==> src/rtl/mcnt_csr_pkg.sv <==
package mcnt_csr_pkg;

    localparam logic [1:0] PRIV_U = 2'd0;
    localparam logic [1:0] PRIV_S = 2'd1;
    localparam logic [1:0] PRIV_M = 2'd3;

    localparam logic [11:0] A_CYCLE_U   = 12'hC00;
    localparam logic [11:0] A_TIME_U    = 12'hC01;
    localparam logic [11:0] A_INSTRET_U = 12'hC02;
    localparam logic [11:0] A_INSTRET_M = 12'hB02;
    localparam logic [11:0] A_INHIBIT   = 12'h320;
    localparam logic [11:0] A_VENDOR    = 12'hF11;
    localparam logic [11:0] A_ARCH      = 12'hF12;
    localparam logic [11:0] A_IMPL      = 12'hF13;
    localparam logic [11:0] A_HART      = 12'hF14;

    localparam int INHIBIT_IR_BIT = 2;

    typedef enum logic [2:0] {
        SEL_NONE,
        SEL_CYCLE,
        SEL_INSTRET,
        SEL_INHIBIT,
        SEL_ZERO,
        SEL_HART
    } csr_sel_e;

    typedef struct packed {
        csr_sel_e sel;
        logic     known;
        logic     read_only;
        logic     machine_only;
    } csr_dec_t;

    function automatic csr_dec_t decode_addr(input logic [11:0] a);
        csr_dec_t d;
        d = '{sel: SEL_NONE, known: 1'b0, read_only: 1'b0, machine_only: 1'b0};
        unique case (a)
            A_CYCLE_U, A_TIME_U: d = '{SEL_CYCLE, 1'b1, 1'b1, 1'b0};
            A_INSTRET_U:         d = '{SEL_INSTRET, 1'b1, 1'b1, 1'b0};
            A_INSTRET_M:         d = '{SEL_INSTRET, 1'b1, 1'b0, 1'b1};
            A_INHIBIT:           d = '{SEL_INHIBIT, 1'b1, 1'b0, 1'b1};
            A_VENDOR, A_ARCH, A_IMPL: d = '{SEL_ZERO, 1'b1, 1'b1, 1'b1};
            A_HART:              d = '{SEL_HART, 1'b1, 1'b1, 1'b1};
            default:             d = '{SEL_NONE, 1'b0, 1'b0, 1'b0};
        endcase
        return d;
    endfunction

endpackage

==> src/rtl/mcnt_csr_decode.sv <==
module mcnt_csr_decode
    import mcnt_csr_pkg::*;
(
    input  logic        clk,
    input  logic        rst,
    input  logic        valid_i,
    input  logic        write_i,
    input  logic [11:0] addr_i,
    input  logic [1:0]  priv_i,
    output csr_sel_e    sel_o,
    output logic        legal_o,
    output logic        illegal_o
);

    csr_dec_t dec;
    logic     deny;

    always_comb begin
        dec       = decode_addr(addr_i);
        deny      = !dec.known
                  || (dec.machine_only && priv_i != PRIV_M)
                  || (write_i && dec.read_only);
        sel_o     = dec.sel;
        illegal_o = valid_i && deny;
        legal_o   = valid_i && !deny;
    end

    AST_ID_WRITE_ILLEGAL: assert property (@(posedge clk) disable iff (rst)
        (valid_i && write_i && addr_i[11:4] == 8'hF1 && addr_i[3:0] >= 4'h1 && addr_i[3:0] <= 4'h4)
        |-> illegal_o);
    AST_ALIAS_WRITE_ILLEGAL: assert property (@(posedge clk) disable iff (rst)
        (valid_i && write_i && addr_i[11:2] == 10'b1100_0000_00 && addr_i[1:0] != 2'b11)
        |-> illegal_o);
    AST_MACHINE_ONLY: assert property (@(posedge clk) disable iff (rst)
        (valid_i && priv_i != PRIV_M && addr_i[9:8] == 2'b11) |-> illegal_o);
    AST_EXCLUSIVE_FLAGS: assert property (@(posedge clk) disable iff (rst)
        !(legal_o && illegal_o));

endmodule

==> src/rtl/mcnt_csr_counters.sv <==
module mcnt_csr_counters
    import mcnt_csr_pkg::*;
#(
    parameter int XLEN = 64
) (
    input  logic            clk,
    input  logic            rst,
    input  logic            wr_instret_i,
    input  logic            wr_inhibit_i,
    input  logic [XLEN-1:0] wdata_i,
    input  logic            retire_i,
    output logic [XLEN-1:0] cycle_o,
    output logic [XLEN-1:0] instret_o,
    output logic [XLEN-1:0] inhibit_o
);

    localparam logic [XLEN-1:0] IR_MASK = XLEN'(1) << INHIBIT_IR_BIT;

    logic [XLEN-1:0] cycle_q, instret_q, inhibit_q;
    logic            past_ok;

    always_ff @(posedge clk) begin
        if (rst) begin
            cycle_q   <= '0;
            instret_q <= '0;
            inhibit_q <= '0;
            past_ok   <= 1'b0;
        end else begin
            past_ok <= 1'b1;
            cycle_q <= cycle_q + 1'b1;
            if (wr_instret_i)
                instret_q <= wdata_i;
            else if (retire_i && !inhibit_q[INHIBIT_IR_BIT])
                instret_q <= instret_q + 1'b1;
            if (wr_inhibit_i)
                inhibit_q <= wdata_i & IR_MASK;
        end
    end

    assign cycle_o   = cycle_q;
    assign instret_o = instret_q;
    assign inhibit_o = inhibit_q;

    AST_CYCLE_STEP: assert property (@(posedge clk) disable iff (rst)
        past_ok |-> cycle_q == $past(cycle_q) + 1'b1);
    AST_INSTRET_FROZEN: assert property (@(posedge clk) disable iff (rst)
        (inhibit_q[INHIBIT_IR_BIT] && !wr_instret_i) |=> $stable(instret_q));
    AST_INHIBIT_LOAD: assert property (@(posedge clk) disable iff (rst)
        wr_inhibit_i |=> inhibit_q == ($past(wdata_i) & IR_MASK));
    AST_WRITE_WINS: assert property (@(posedge clk) disable iff (rst)
        wr_instret_i |=> instret_q == $past(wdata_i));
    AST_INHIBIT_HOLD: assert property (@(posedge clk) disable iff (rst)
        !wr_inhibit_i |=> $stable(inhibit_q));

endmodule

==> src/rtl/mcnt_csr_slice.sv <==
module mcnt_csr_slice
    import mcnt_csr_pkg::*;
#(
    parameter int          XLEN    = 64,
    parameter logic [63:0] HART_ID = 64'd0
) (
    input  logic            clk,
    input  logic            rst,
    input  logic            acc_valid_i,
    input  logic            acc_write_i,
    input  logic [11:0]     acc_addr_i,
    input  logic [XLEN-1:0] acc_wdata_i,
    input  logic [1:0]      priv_i,
    input  logic            retire_i,
    output logic [XLEN-1:0] rdata_o,
    output logic [XLEN-1:0] old_data_o,
    output logic            illegal_o
);

    csr_sel_e        sel;
    logic            legal;
    logic            wr_instret, wr_inhibit;
    logic [XLEN-1:0] cycle_v, instret_v, inhibit_v, value;

    mcnt_csr_decode u_dec (
        .clk       (clk),
        .rst       (rst),
        .valid_i   (acc_valid_i),
        .write_i   (acc_write_i),
        .addr_i    (acc_addr_i),
        .priv_i    (priv_i),
        .sel_o     (sel),
        .legal_o   (legal),
        .illegal_o (illegal_o)
    );

    assign wr_instret = legal && acc_write_i && sel == SEL_INSTRET;
    assign wr_inhibit = legal && acc_write_i && sel == SEL_INHIBIT;

    mcnt_csr_counters #(.XLEN(XLEN)) u_cnt (
        .clk          (clk),
        .rst          (rst),
        .wr_instret_i (wr_instret),
        .wr_inhibit_i (wr_inhibit),
        .wdata_i      (acc_wdata_i),
        .retire_i     (retire_i),
        .cycle_o      (cycle_v),
        .instret_o    (instret_v),
        .inhibit_o    (inhibit_v)
    );

    always_comb begin
        unique case (sel)
            SEL_CYCLE:   value = cycle_v;
            SEL_INSTRET: value = instret_v;
            SEL_INHIBIT: value = inhibit_v;
            SEL_HART:    value = XLEN'(HART_ID);
            default:     value = '0;
        endcase
        rdata_o    = legal ? value : '0;
        old_data_o = (legal && acc_write_i) ? value : '0;
    end

    AST_ILLEGAL_ZERO: assert property (@(posedge clk) disable iff (rst)
        illegal_o |-> (rdata_o == '0 && old_data_o == '0));
    AST_ILLEGAL_KEEPS_COUNT: assert property (@(posedge clk) disable iff (rst)
        (illegal_o && !retire_i) |=> $stable(instret_v));
    AST_OLD_IS_READ: assert property (@(posedge clk) disable iff (rst)
        (acc_write_i && !illegal_o) |-> old_data_o == rdata_o);

endmodule

==> config.mk <==
export PLATFORM = sky130hd
export DESIGN_NAME = mcnt_csr_slice
export DESIGN_NICKNAME = d
export VERILOG_FILES = /design/src/rtl/mcnt_csr_pkg.sv /design/src/rtl/mcnt_csr_decode.sv /design/src/rtl/mcnt_csr_counters.sv /design/src/rtl/mcnt_csr_slice.sv
export SDC_FILE = /design/constraint.sdc
export NUM_CORES = 1
export LEC_CHECK = 0
export ABC_AREA = 1
export ABC_CLOCK_PERIOD_IN_PS = 3100
export BUFFER_PORTS_ARGS = -buffer_cell sky130_fd_sc_hd__buf_2
export CAP_MARGIN = 20
export CORE_UTILIZATION = 30
export CTS_BUF_LIST = sky130_fd_sc_hd__clkbuf_4
export CTS_CLUSTER_DIAMETER = 30
export DETAILED_ROUTE_END_ITERATION = 7
export HOLD_SLACK_MARGIN = 0.03
export PLACE_DENSITY = 0.48
export SLEW_MARGIN = 20
export SYNTH_ARGS = -nofsm -noshare
export SYNTH_HDL_FRONTEND = slang
export SYNTH_HIERARCHICAL = 1
export SYNTH_SLANG_ARGS = --single-unit
==> constraint.sdc <==
create_clock -name clk -period 3.1 [get_ports clk]
set_input_delay 0.155 -clock clk [delete_from_list [all_inputs] [get_ports clk]]
set_output_delay 0.155 -clock clk [all_outputs]
set_load 0.01 [all_outputs]
==> run_results.csv <==
group,metric,value,unit
synthesis,synth_top_area_share,21.1,%
setup_path,cp_top_family,"buffers and inverters",
sta,hold_viol,0,
layout,syn_to_final_growth,21.8,%
setup_path,critical_path_class,"reg -> reg",
setup_path,path_max_fanout,44,
layout,nNetsFinal,2478,
sta,period_needed,2.86,ns
synthesis,synth_most_common_cell,"nand2_1",
layout,fillCellCount,4506,
power_and_ir_drop,p_per_area,228,nW/um^2
synthesis,synth_commonest_cells,"nand2_1, inv_1, nand4_1",
clocking,clockBufferDepth,2,
clocking,cts_made_buffers,17,
floorplanning,chipWidth,204,um
detailed_routing,drt-wirelength-per-cell,17.7,um
setup_path,startpoint_type,"register",
synthesis,yosys.area_share.simple,51.0,%
setup_path,path_cells,"nor2_2 > inv_1 > nor2_2 > buf_4 > o2111ai_1 > a31oi_1 > dlygate4sd3_1",
power_and_ir_drop,vdd_drop_max,299,uV
floorplanning,core,40000,sq um
floorplanning,dieArea,41600,sq um
sta,hold_slack,0.240,ns
grt,grt_pass1_wl,79100,um
setup_path,worstSetupEndpoint,"u_cnt/instret_o[31]",
detailed_routing,vias,14800,
synthesis,synth_top_area_cell,"dfxtp_1",
synthesis,synth.distinct_cells,48,
floorplanning,io_pins,212,
sta,finClkSkew,0.0298,ns
power_and_ir_drop,leakage,0.00672,uW
setup_path,r2r_start,"u_cnt/inhibit_o[2]",
floorplanning,initial_core_util,30.6,%
grt,grt_pass1_vias,13700,
setup_path,path_buf_inv,3,
detailed_routing,viasPerCell,5.04,
setup_path,cp.arrival,3.44,ns
setup_path,critPathCaptureType,"register",
clocking,root_buffer,"clkbuf_4",
sta,worst_pin_slew,0.918,ns
setup_path,cp.depth,7,
synthesis,synth.area.top_cells,"dfxtp_1, nand2_1, nand4_1, inv_1, nor2_1",
setup_path,regToRegEndpoint,"u_cnt/instret_o[31]",
placed_design,portBuffers,211,
run_status,status,"completed",
grt,grt-ovfl-total,0,
synthesis,synth_edf_count,0,
detailed_routing,drt-pass1-iter-count,6,
synthesis,synthCells,2141,
layout,drive_gt1_share,14.9,%
grt,grt_max_degree,129,
grt,antenna_found_initial,1,
placed_design,place_congestion,0.929,
setup_path,crit_required,3.68,ns
setup_path,rrSetupSlack,0.24,ns
sta,setup_tns,0,ns
synthesis,async_reset_ff_share,0,%
clocking,cts_tree,"built",
layout,stdcell_count,2933,
synthesis,synth_area_per_cell,5.71,sq um
clocking,clock-sinks,129,
clocking,cts_resized,0,
floorplanning,die_y,204,um
clocking,clk_latency,0.62,ns
synthesis,netlist_area,12200,sq um
sta,slew_violations,0,
detailed_routing,ant_nets,0,
synthesis,ys_seq_area_share,21.1,%
synthesis,ys.warnings.count,6,
grt,track_usage,25.0,%
setup_path,crit_top_cell,"nor2_2",
setup_path,max_stage_delay,0.57,ns
synthesis,synth_top_family_by_area,"simple AND/OR/NAND/NOR gates",
synthesis,synthAdderAreaFrac,0.205,%
floorplanning,rows,73,
setup_path,ff2ff_path_depth,7,
job,cap_viol_max_count,0,
sta,min_period_over_period,92.3,%
sta,fmax,0.349,GHz
setup_path,crit_path_start,"u_cnt/inhibit_o[2]",
synthesis,synth_flop_cell,"dfxtp_1",
synthesis,synth-xor-area-share,1.93,%
placed_design,hpwlAfterDp,39800,um
synthesis,muxShareOfSynthArea,0,%
sta,rsz0062_at_grt,"false",
detailed_routing,drt_iter0_markers,1171,
synthesis,synth.ff_latch_count,129,
placed_design,dp_cells,2791,
detailed_routing,drt-total-wl,51900,um
detailed_routing,drc,0,
min_path,hp-class,"in -> reg",
setup_path,crit_slowest_cell,"dlygate4sd3_1",
clocking,h-tree-depth,4,
sta,finalSetupViolCount,0,
clocking,cts.clk_slew.worst_paths,0.14,ns
synthesis,synth_compound_area_share,7.88,%
sta,slew_headroom,38.8,%
-- sequential cells by signal, indices dropped and copies added (netlist names) --
signal and cells:
u_cnt/cycle_o 64, u_cnt/instret_o 64, u_cnt/inhibit_o 1
-- per-stage QoR --
stage / area (sq um) / utilization [%] / worst slack [ns] / total power, uW
2_1_floorplan: 12500 / - / 0.895 / 1850
3_3_place_gp: 13500 / 33.6 / 0.383 / 1900
3_5_place_dp: 13500 / 33.6 / 0.303 / 1900
4_1_cts: 14900 / 37.2 / 0.280 / 3430
5_1_grt: 14900 / 37.2 / 0.0461 / 3530
6_report: 14900 / 37.2 / 0.238 / 3390
-- cell usage in the layout (no fill, tap or decap), types with 8 or more instances in the layout --
cell / count
conb_1: 63
a21oi_1: 80
dlygate4sd3_1: 108
or2_0: 8
nand2_2: 11
nand2_1: 580
xnor2_1: 13
xor2_1: 14
buf_2: 210
nor2_1: 217
dfxtp_1: 129
nor2_4: 15
buf_4: 21
nand4_1: 230
nor3_1: 40
nor2_2: 21
a31oi_1: 30
clkbuf_4: 17
nand3_1: 159
inv_2: 13
o21ai_0: 46
nor3_2: 9
inv_1: 293
-- metal layers --
metal  GRT usage (%)  vias up  share of wire (%)  wire, um
li1                -     7363                  -         -
met1            33.7     6958                 46     23700
met2            41.0      412                 47     24400
met3            3.40       53                4.7      2450
met4            7.63        0                2.7      1380
met5               0        -                  0         0
-- kinds of logic after synthesis --
logic type	count (synthesis)
AND/OR/NAND/NOR	1323
AO/OA/AOI/OAI	177
flip-flops	129
buffers and inverters	482
XOR/XNOR	27
other	1
adder cells (fa/ha/maj)	2
-- area by class of cell --
type	instances	area (sq um)	area share, %
Clock inverter	15	215	1.45
Multi-Input combinational cell	1592	7720	51.8
Antenna cell	2	5.00	0.0336
Sequential cell	129	2580	17.3
Timing Repair Buffer	346	2430	16.3
Clock buffer	17	128	0.857
Inverter	307	1150	7.76
Tap cell	525	657	4.41
-- worst min-delay path by stage --
| stage | slack (ns) | startpoint | to | cells past startpoint |
|---|---|---|---|---|
| final | 0.24 | acc_write_i | u_cnt/instret_o[5] | 6 |
| after global routing | 0.18 | acc_write_i | u_cnt/instret_o[0] | 6 |
| after CTS | 0.17 | acc_write_i | u_cnt/instret_o[5] | 6 |
| after detailed placement | 0.43 | acc_wdata_i[2] | u_cnt/inhibit_o[2] | 3 |
| after global placement | 0.42 | acc_wdata_i[2] | u_cnt/inhibit_o[2] | 3 |
| after floorplan | 0.28 | acc_wdata_i[2] | u_cnt/inhibit_o[2] | 2 |
-- worst register-to-register path, stage by stage, from the launching register on --
cell and delay [ns]:
dfxtp_1 0.35, nor2_2 0.39, inv_1 0.45, nor2_2 0.18, buf_4 0.49, o2111ai_1 0.23, a31oi_1 0.17, dlygate4sd3_1 0.57
-- where the power goes --
| group | switching [uW] | internal [uW] | total [uW] |
|---|---|---|---|
| Clock | 751 | 714 | 1460 |
| Combinational | 139 | 115 | 253 |
| Sequential | 10.7 | 1660 | 1670 |
-- repair_timing --
| action | 4_1_cts | 5_1_grt |
|---|---|---|
| buffers inserted | 0 | 0 |
| endpoints found under the hold margin | 65 | 0 |
| hold buffers | 108 | 0 |
No activity file was read; power rests on OpenSTA's default activity.
